==> src/rtl/async_mem_ctrl.sv <==
`timescale 1ns/1ps
module async_mem_ctrl #(
  parameter int AW        = 16,
  parameter int DW        = 16,
  parameter int CLK_PS    = 4000,
  parameter int T_CYC_PS  = 35000,
  parameter int T_WP_PS   = 15000,
  parameter int T_AW_PS   = 18000,
  parameter int T_DW_PS   = 10000,
  parameter int T_REC_PS  = 12000,
  parameter int T_ACC_PS  = 35000,
  parameter int T_REL_PS  = 10000
) (
  input  logic          clk,
  input  logic          rst_n,
  input  logic          req_valid,
  output logic          req_ready,
  input  logic          req_write,
  input  logic [AW-1:0] req_addr,
  input  logic [DW-1:0] req_wdata,
  input  logic [1:0]    req_be,
  output logic          rsp_valid,
  output logic [DW-1:0] rsp_rdata,
  output logic [AW-1:0] mem_addr,
  output logic          mem_ce_n,
  output logic          mem_we_n,
  output logic          mem_oe_n,
  output logic          mem_lb_n,
  output logic          mem_ub_n,
  output logic [DW-1:0] mem_dout,
  output logic          mem_dout_en,
  input  logic [DW-1:0] mem_din
);

  localparam int LW      = DW / 2;
  localparam int C_CYC   = (T_CYC_PS + CLK_PS - 1) / CLK_PS;
  localparam int C_WP    = (T_WP_PS  + CLK_PS - 1) / CLK_PS;
  localparam int C_AW    = (T_AW_PS  + CLK_PS - 1) / CLK_PS;
  localparam int C_DW    = (T_DW_PS  + CLK_PS - 1) / CLK_PS;
  localparam int C_REC   = (T_REC_PS + CLK_PS - 1) / CLK_PS;
  localparam int C_ACC   = (T_ACC_PS + CLK_PS - 1) / CLK_PS;
  localparam int C_REL   = (T_REL_PS + CLK_PS - 1) / CLK_PS;
  localparam int C_WMAX  = (C_WP > C_AW) ? ((C_WP > C_DW) ? C_WP : C_DW)
                                         : ((C_AW > C_DW) ? C_AW : C_DW);
  localparam int N_WR    = (C_WMAX < 1) ? 1 : C_WMAX;
  localparam int N_REC   = (C_REC  < 1) ? 1 : C_REC;
  localparam int N_ACC   = (C_ACC  < 1) ? 1 : C_ACC;
  localparam int N_REL   = (C_REL  < 1) ? 1 : C_REL;
  localparam int N_CYC   = (C_CYC  < 1) ? 1 : C_CYC;
  localparam int N_MAX   = (N_WR > N_ACC ? N_WR : N_ACC) > N_CYC
                           ? (N_WR > N_ACC ? N_WR : N_ACC) : N_CYC;
  localparam int CW      = $clog2(N_MAX + 2);

  typedef enum logic [2:0] {S_IDLE, S_WRITE, S_WREC, S_READ, S_REL} state_t;

  state_t        state;
  logic [CW-1:0] cnt;
  logic [CW-1:0] gap;
  logic          take;

  assign req_ready = (state == S_IDLE) && (gap == '0);
  assign take      = req_valid && req_ready;

  always_ff @(posedge clk) begin
    if (!rst_n) begin
      state       <= S_IDLE;
      cnt         <= '0;
      gap         <= '0;
      mem_addr    <= '0;
      mem_ce_n    <= 1'b1;
      mem_we_n    <= 1'b1;
      mem_oe_n    <= 1'b1;
      mem_lb_n    <= 1'b1;
      mem_ub_n    <= 1'b1;
      mem_dout    <= '0;
      mem_dout_en <= 1'b0;
      rsp_valid   <= 1'b0;
      rsp_rdata   <= '0;
    end else begin
      rsp_valid <= 1'b0;
      if (gap != '0) gap <= gap - 1'b1;
      case (state)
        S_IDLE: if (take) begin
          mem_addr <= req_addr;
          mem_ce_n <= 1'b0;
          mem_lb_n <= ~req_be[0];
          mem_ub_n <= ~req_be[1];
          gap      <= CW'(N_CYC - 1);
          if (req_write) begin
            mem_we_n    <= 1'b0;
            mem_dout    <= req_wdata;
            mem_dout_en <= 1'b1;
            cnt         <= CW'(N_WR - 1);
            state       <= S_WRITE;
          end else begin
            mem_oe_n <= 1'b0;
            cnt      <= CW'(N_ACC - 1);
            state    <= S_READ;
          end
        end
        S_WRITE: if (cnt == '0) begin
          mem_we_n <= 1'b1;
          mem_ce_n <= 1'b1;
          mem_lb_n <= 1'b1;
          mem_ub_n <= 1'b1;
          cnt      <= CW'(N_REC - 1);
          state    <= S_WREC;
        end else cnt <= cnt - 1'b1;
        S_WREC: if (cnt == '0) begin
          mem_dout_en <= 1'b0;
          state       <= S_IDLE;
        end else cnt <= cnt - 1'b1;
        S_READ: if (cnt == '0) begin
          rsp_rdata <= {mem_ub_n ? {LW{1'b0}} : mem_din[DW-1:LW],
                        mem_lb_n ? {LW{1'b0}} : mem_din[LW-1:0]};
          rsp_valid <= 1'b1;
          mem_ce_n  <= 1'b1;
          mem_oe_n  <= 1'b1;
          mem_lb_n  <= 1'b1;
          mem_ub_n  <= 1'b1;
          cnt       <= CW'(N_REL - 1);
          state     <= S_REL;
        end else cnt <= cnt - 1'b1;
        S_REL: if (cnt == '0) state <= S_IDLE;
               else cnt <= cnt - 1'b1;
        default: state <= S_IDLE;
      endcase
    end
  end

  logic          ce_q;
  logic [CW-1:0] since;
  always_ff @(posedge clk) begin
    if (!rst_n) begin
      ce_q  <= 1'b1;
      since <= CW'(N_CYC);
    end else begin
      ce_q <= mem_ce_n;
      if (ce_q && !mem_ce_n) since <= CW'(1);
      else if (since < CW'(N_CYC)) since <= since + 1'b1;
    end
  end

  assert_oe_off_in_write_R2: assert property (@(posedge clk) disable iff (!rst_n)
    !mem_we_n |-> (mem_oe_n && !mem_ce_n && mem_dout_en));

  assert_data_held_in_pulse_R2: assert property (@(posedge clk) disable iff (!rst_n)
    (!mem_we_n && !$past(mem_we_n)) |-> ($stable(mem_dout) && $stable(mem_addr)));

  assert_rsp_one_cycle_R3: assert property (@(posedge clk) disable iff (!rst_n)
    rsp_valid |=> !rsp_valid);

  assert_select_spacing_R6: assert property (@(posedge clk) disable iff (!rst_n)
    (ce_q && !mem_ce_n) |-> (since >= CW'(N_CYC)));

  assert_ready_deselected_R6: assert property (@(posedge clk) disable iff (!rst_n)
    req_ready |-> (mem_ce_n && mem_we_n && mem_oe_n && !mem_dout_en));

  assert_addr_held_recovery_R7: assert property (@(posedge clk) disable iff (!rst_n)
    (mem_dout_en && mem_we_n) |-> $stable(mem_addr));

  assert_no_contention_R8: assert property (@(posedge clk) disable iff (!rst_n)
    mem_dout_en |-> mem_oe_n);

endmodule

==> config.mk <==
export PLATFORM = sky130hd
export DESIGN_NAME = async_mem_ctrl
export DESIGN_NICKNAME = d
export VERILOG_FILES = /design/src/rtl/async_mem_ctrl.sv
export SDC_FILE = /design/constraint.sdc
export NUM_CORES = 1
export LEC_CHECK = 0
export BUFFER_PORTS_ARGS = -buffer_cell sky130_fd_sc_hd__clkbuf_2
export CAP_MARGIN = 15
export CORE_MARGIN = 2
export CORE_UTILIZATION = 48
export CTS_CLUSTER_SIZE = 12
export DETAILED_ROUTE_END_ITERATION = 6
export PLACE_DENSITY = 0.8
export RECOVER_POWER = 100
export SLEW_MARGIN = 15
export SYNTH_ARGS = -nofsm -noshare
export SYNTH_HDL_FRONTEND = slang
export SYNTH_SLANG_ARGS = --single-unit
export TNS_END_PERCENT = 10
==> constraint.sdc <==
create_clock -name clk -period 2.2 [get_ports clk]
set_clock_uncertainty 0.1 [all_clocks]
set_input_delay 0.22 -clock clk [delete_from_list [all_inputs] [get_ports clk]]
set_output_delay 0.22 -clock clk [all_outputs]
set_load 0.02 [all_outputs]
After elaboration in Yosys (flattened, before gate mapping) --
Index checks and enable logic that the tools add are counted.
Cells by class: $add $sub $neg 2, multiply operators 0, divide/modulo/power cells 0, $lt $le $gt $ge 0, equality and inequality tests 13, shifts and indexed selects 0, multiplexer cells 34, bitwise logic cells 2, reductions and logical operators 23
Operators with widths (number):
- 2-to-1 mux 4 bit | 7
- 2-to-1 mux 8 bit | 2
- AND reduction 4 bit | 4
- inequality test 2 bit, second input constant | 7
- 2-to-1 mux 1 bit | 12
- 2-to-1 mux 3 bit | 4
- one-hot mux 1 bit (2 select lines) | 6
- one-hot mux 3 bit (4 select lines) | 1
- one-hot mux 4 bit (3 select lines) | 1
- AND reduction 3 bit | 3
- logical NOT 4 bit | 2
- nonzero test 2 bit | 4
- subtractor 4 x 1 -> 4 bit, second input constant | 2
- equality test 3 x 2 -> 1 bit, second input constant | 2
- AND reduction 2 bit | 3
- inequality test 2 x 1 -> 1 bit, second input constant | 2
- nonzero test 4 bit | 1
- OR reduction 2 bit | 2
- equality test 3 x 1 -> 1 bit, second input constant | 1
- equality test 3 bit, second input constant | 1
- logical NOT 3 bit | 1
- nonzero test 3 bit | 1
- logical AND 1 bit | 2
- 2-to-1 mux 2 bit | 1
- NOT 1 bit | 2
Storage, ports and cells: register bits after elaboration 66, latch bits 0, bits in writable memories 0, bits in read-only memories 0, input port bits 54, output and inout bits 56, word-level logic and storage cells 87, memories kept 0

Logic depth before layout (Yosys ltp) --
depth in word-level cells 5, gate-level depth with buffers 8, gate-level depth less buffers 6

Worst setup path after synthesis --
No wires, ideal clock.
path kind register -> register, start reg gap[0], end reg mem_dout[10], library setup time 0.132 ns, arrival 1.567 ns, required time 1.968 ns, setup slack 0.401 ns, cell stages (with the launch flop) 8, period minus slack after synthesis 1.799 ns, cell sequence dfxtp_1 -> inv_1 -> ha_1 -> nor3b_4 -> nand4_1 -> clkbuf_1 -> nand2_1 -> a21oi_1
On the way: longest elaborated chain between the ends 4
Ends and longest elaborated chain:
- from (decl) | line 58 | logic [CW-1:0] gap;
- from (signal assigned) | line 81 | if (gap != '0) gap <= gap - 1'b1;
- from (signal assigned) | line 88 | gap <= CW'(N_CYC - 1);
- logical NOT 4 bit | line 61 | assign req_ready = (state == S_IDLE) && (gap == '0);
- logical AND 1 bit | line 61
- logical AND 1 bit | line 62 | assign take = req_valid && req_ready;
- AND reduction 3 bit (no source line)
- to (signal assigned) | line 91 | mem_dout <= req_wdata;
- to (decl) | line 30 | output logic [DW-1:0] mem_dout,
No other way between the ends. A chain may end at the register's enable or synchronous reset.

Final worst setup path --
start reg gap[1], end out req_ready
On the way: longest elaborated chain between the ends 2
Ends and longest elaborated chain:
- logical NOT 4 bit | line 61
- logical AND 1 bit | line 61
- to (decl) | line 17 | output logic req_ready,
No other way between the ends.

==> impl_metrics.env <==
export IMPL_final_common_cell="dfxtp_1"
export IMPL_initial_utilization_pct=49.45
export IMPL_min_path_type="input port to register"
export IMPL_maxSlewViolCount=0
export IMPL_fp_dieArea_sq_mm=0.006255
export IMPL_dieWidth_um=79.09
export IMPL_grt_pass1_wl_mm=10.94
export IMPL_comb_power_share_pct=43.0
export IMPL_status="finished, final reports clean"
export IMPL_synth_cells=305
export IMPL_syn_area_sq_mm=0.002706
export IMPL_r2r_end="cnt[1]"
export IMPL_worst_ep_arrival_time_ns=1.75
export IMPL_grt_max_degree=36
export IMPL_reg2reg_from="cnt[0]"
export IMPL_power_internal_mw=2.959
export IMPL_wl_mm=7.030
export IMPL_synth_async_sr_flop_share_pct=0
export IMPL_cts_max_level=3
export IMPL_worstSetupEndpointType="output port"
export IMPL_slowest_delay_ns=0.39
export IMPL_avgSynthCellArea_sq_um=8.873
export IMPL_drive_above_1_share_pct=20.56
export IMPL_p_sw_mw=1.879
export IMPL_instances_no_fill=500
export IMPL_cts_tree="done"
export IMPL_yosysWarnings=0
export IMPL_critical_path_required_ns=1.88
export IMPL_avgRoutedWirePerCell_um=14.06
export IMPL_seqPwrFrac_pct=33.6
export IMPL_synth_edf_count=0
export IMPL_reg2reg_depth=6
export IMPL_first_global_vias=2511
export IMPL_netSwitchingFraction_pct=38.84
export IMPL_finalPower_mw=4.838
export IMPL_postLayoutCoreUtil_pct=65.39
export IMPL_synthDistinctLibCells=49
export IMPL_hold_depth=2
export IMPL_rows=27
export IMPL_root_buffer="clkbuf_8"
export IMPL_clock_fmax_ghz=0.4825
export IMPL_synth_top_flop_cell="dfxtp_1"
export IMPL_core_area_sq_mm=0.005473
export IMPL_clk_pin_slew_worst_paths_ns=0.07
export IMPL_vias=2701
export IMPL_n_fill_cell=480
export IMPL_drcViolationCount=0
export IMPL_synth_seq_cells=66
export IMPL_nets=482
export IMPL_postPlaceCellArea_sq_mm=0.003308
export IMPL_min_from="mem_din[6]"
export IMPL_powerDensity_mw_per_mm2=1352
export IMPL_synth_nets=362
export IMPL_dr_pass1_iters=4
export IMPL_pwr_share_clk_pct=23.5
export IMPL_finalSetupViolations=0
export IMPL_multi_input_area_sq_mm=0.001231
export IMPL_hold_viol=0
export IMPL_ys_seq_area_share_pct=48.82
export IMPL_critPathKind="register to output port"
export IMPL_clkSinkCount=66
export IMPL_io_pins=110
export IMPL_numCtsBuffers=9
export IMPL_rsz0062_at_grt="false"
export IMPL_max_cap_violations=0
export IMPL_dpl_hpwl_mm=4.791
export IMPL_path_cells="inv_1 > ha_2 > nor3b_4 > and2_1 > clkbuf_2"
export IMPL_antenna_found_initial=0
export IMPL_cpMaxStageDelayCell="nor3b_4"
export IMPL_ff_latch_area_sq_mm=0.001321
export IMPL_max_slew_margin_pct=62.83
export IMPL_setup_tns_ns=0
export IMPL_place_congestion=0.8870
export IMPL_startpoint_type="register"
export IMPL_finish_instance_area_sq_mm=0.003578
export IMPL_clk_path_buf_depth=2
export IMPL_dp_cells=473
export IMPL_worst_pin_slew_ns=0.5556
export IMPL_n_antenna_cell=0
export IMPL_postRouteAntennaNets=0
export IMPL_whs_endpoint="rsp_rdata[6]"
export IMPL_fin_crit_sh_pct=94.20
export IMPL_clkLatencyLatePin_ns=0.32
export IMPL_overflow=0
export IMPL_die_h_um=79.09
export IMPL_dr_first_iter_drc_count=159
export IMPL_rrSetupSlack_ns=0.15
export IMPL_leakagePower_nw=1.443
export IMPL_period_minus_slack_ns=2.072
export IMPL_cp_max_fo=9
export IMPL_mostFrequentLayoutCells="dfxtp_1, nand2_1, clkbuf_1"
export IMPL_vdd_drop_max_mv=0.6999
export IMPL_viasPerCell=5.402
export IMPL_grt_usage_pct=21.92
export IMPL_area_growth_pct=32.22
export IMPL_io_buffers=109
==> worst max-delay path: cells and delay by family (launching register included) <==
| kind | cells | cell delay [ns] |
|---|---|---|
| adders and majority gates | 1 | 0.22 |
| buffers and inverters | 2 | 0.27 |
| DFF | 1 | 0.33 |
| and+or+nand+nor | 2 | 0.62 |
==> cells by family (layout without fill, tap and decap cells) <==
kind of cell	after synthesis	after routing	share of synthesized area [%]
simple gates	113	113	21.04
compound gates	87	87	21.96
flops	66	66	48.82
buf+inv	32	155	5.455
fa+ha+maj	3	3	1.387
xor+xnor	3	3	0.9711
mux	1	1	0.3699
==> through the flow <==
step	hold slack (ns)	worst slack [ns]
2_1_floorplan	0.2455	0.4007
3_3_place_gp	0.3318	0.2428
3_5_place_dp	0.3331	0.1795
4_1_cts	0.0002402	0.07422
5_1_grt	0.001870	0.01035
6_report	0.01659	0.1276
==> power by group through the flow <==
| stage | Sequential, mW | Combinational (mW) | Clock, mW |
|---|---|---|---|
| 2_1_floorplan | 1.77 | 1.33 | 0 |
| 3_3_place_gp | 1.63 | 1.93 | 0 |
| 3_5_place_dp | 1.64 | 1.98 | 0 |
| 4_1_cts | 1.62 | 2.01 | 1.17 |
| 5_1_grt | 1.65 | 2.26 | 1.21 |
| 6_report | 1.62 | 2.08 | 1.14 |
==> registers in the layout, summed over array words and instances (netlist names) <==
| name | cells |
|---|---|
| cnt | 4 |
| gap | 4 |
| mem_addr | 16 |
| mem_ce_n | 1 |
| mem_dout | 16 |
| mem_dout_en | 1 |
| mem_lb_n | 1 |
| mem_oe_n | 1 |
| mem_ub_n | 1 |
| mem_we_n | 1 |
| rsp_rdata | 16 |
| rsp_valid | 1 |
| state | 3 |
==> how the worst max path moves through the flow <==
stage           start            end  slack [ns]  depth (start not counted)
2_1_floorplan  gap[0]   mem_dout[10]        0.40                          7
3_3_place_gp   cnt[0]  rsp_rdata[14]        0.24                          6
3_5_place_dp   cnt[0]  rsp_rdata[11]        0.18                          6
4_1_cts        gap[0]      req_ready        0.07                          5
5_1_grt        cnt[0]   rsp_rdata[9]        0.01                          6
6_report       gap[1]      req_ready        0.13                          5
==> synth_stat cells (all sizes together) (3+ instances only) <==
cell type	n	area, sq um
nor2b	3	18.77
a22o	17	148.9
buf	12	72.56
nand3	21	105.1
o21ai	3	15.01
inv	10	37.54
nand2b	3	18.77
a22oi	3	22.52
o31ai	3	22.52
nor3	3	15.01
or3	3	18.77
ha	3	37.54
a21oi	44	220.2
dfxtp	66	1321
a221oi	3	26.28
nand2	55	206.5
clkbuf	9	33.78
nor2	10	42.54
==> per-layer routing <==
layer	GRT usage (%)	up-vias	wire length, um	part of all wire [%]
met5	0	-	0	0
li1	-	1321	-	-
met3	5.909	14	519	7.4
met4	11.90	0	119	1.7
met1	26.36	1247	3000	43
met2	35.59	119	3390	48
==> final cells by class <==
type,instances,area share (%)
Clock buffer,12,4.615
Clock inverter,2,1.678
Inverter,11,1.154
Multi-Input combinational cell,207,34.41
Sequential cell,66,36.92
Tap cell,72,2.517
Timing Repair Buffer,130,18.71
==> timing repair <==
item | CTS | global route
setup endpoints to repair | 0 | 12
hold endpoints to repair | 9 | 0
hold buffers | 9 | 0
setup buffers | 0 | 4
resized for setup | 0 | 1
Power figures use the tool's default switching activity.
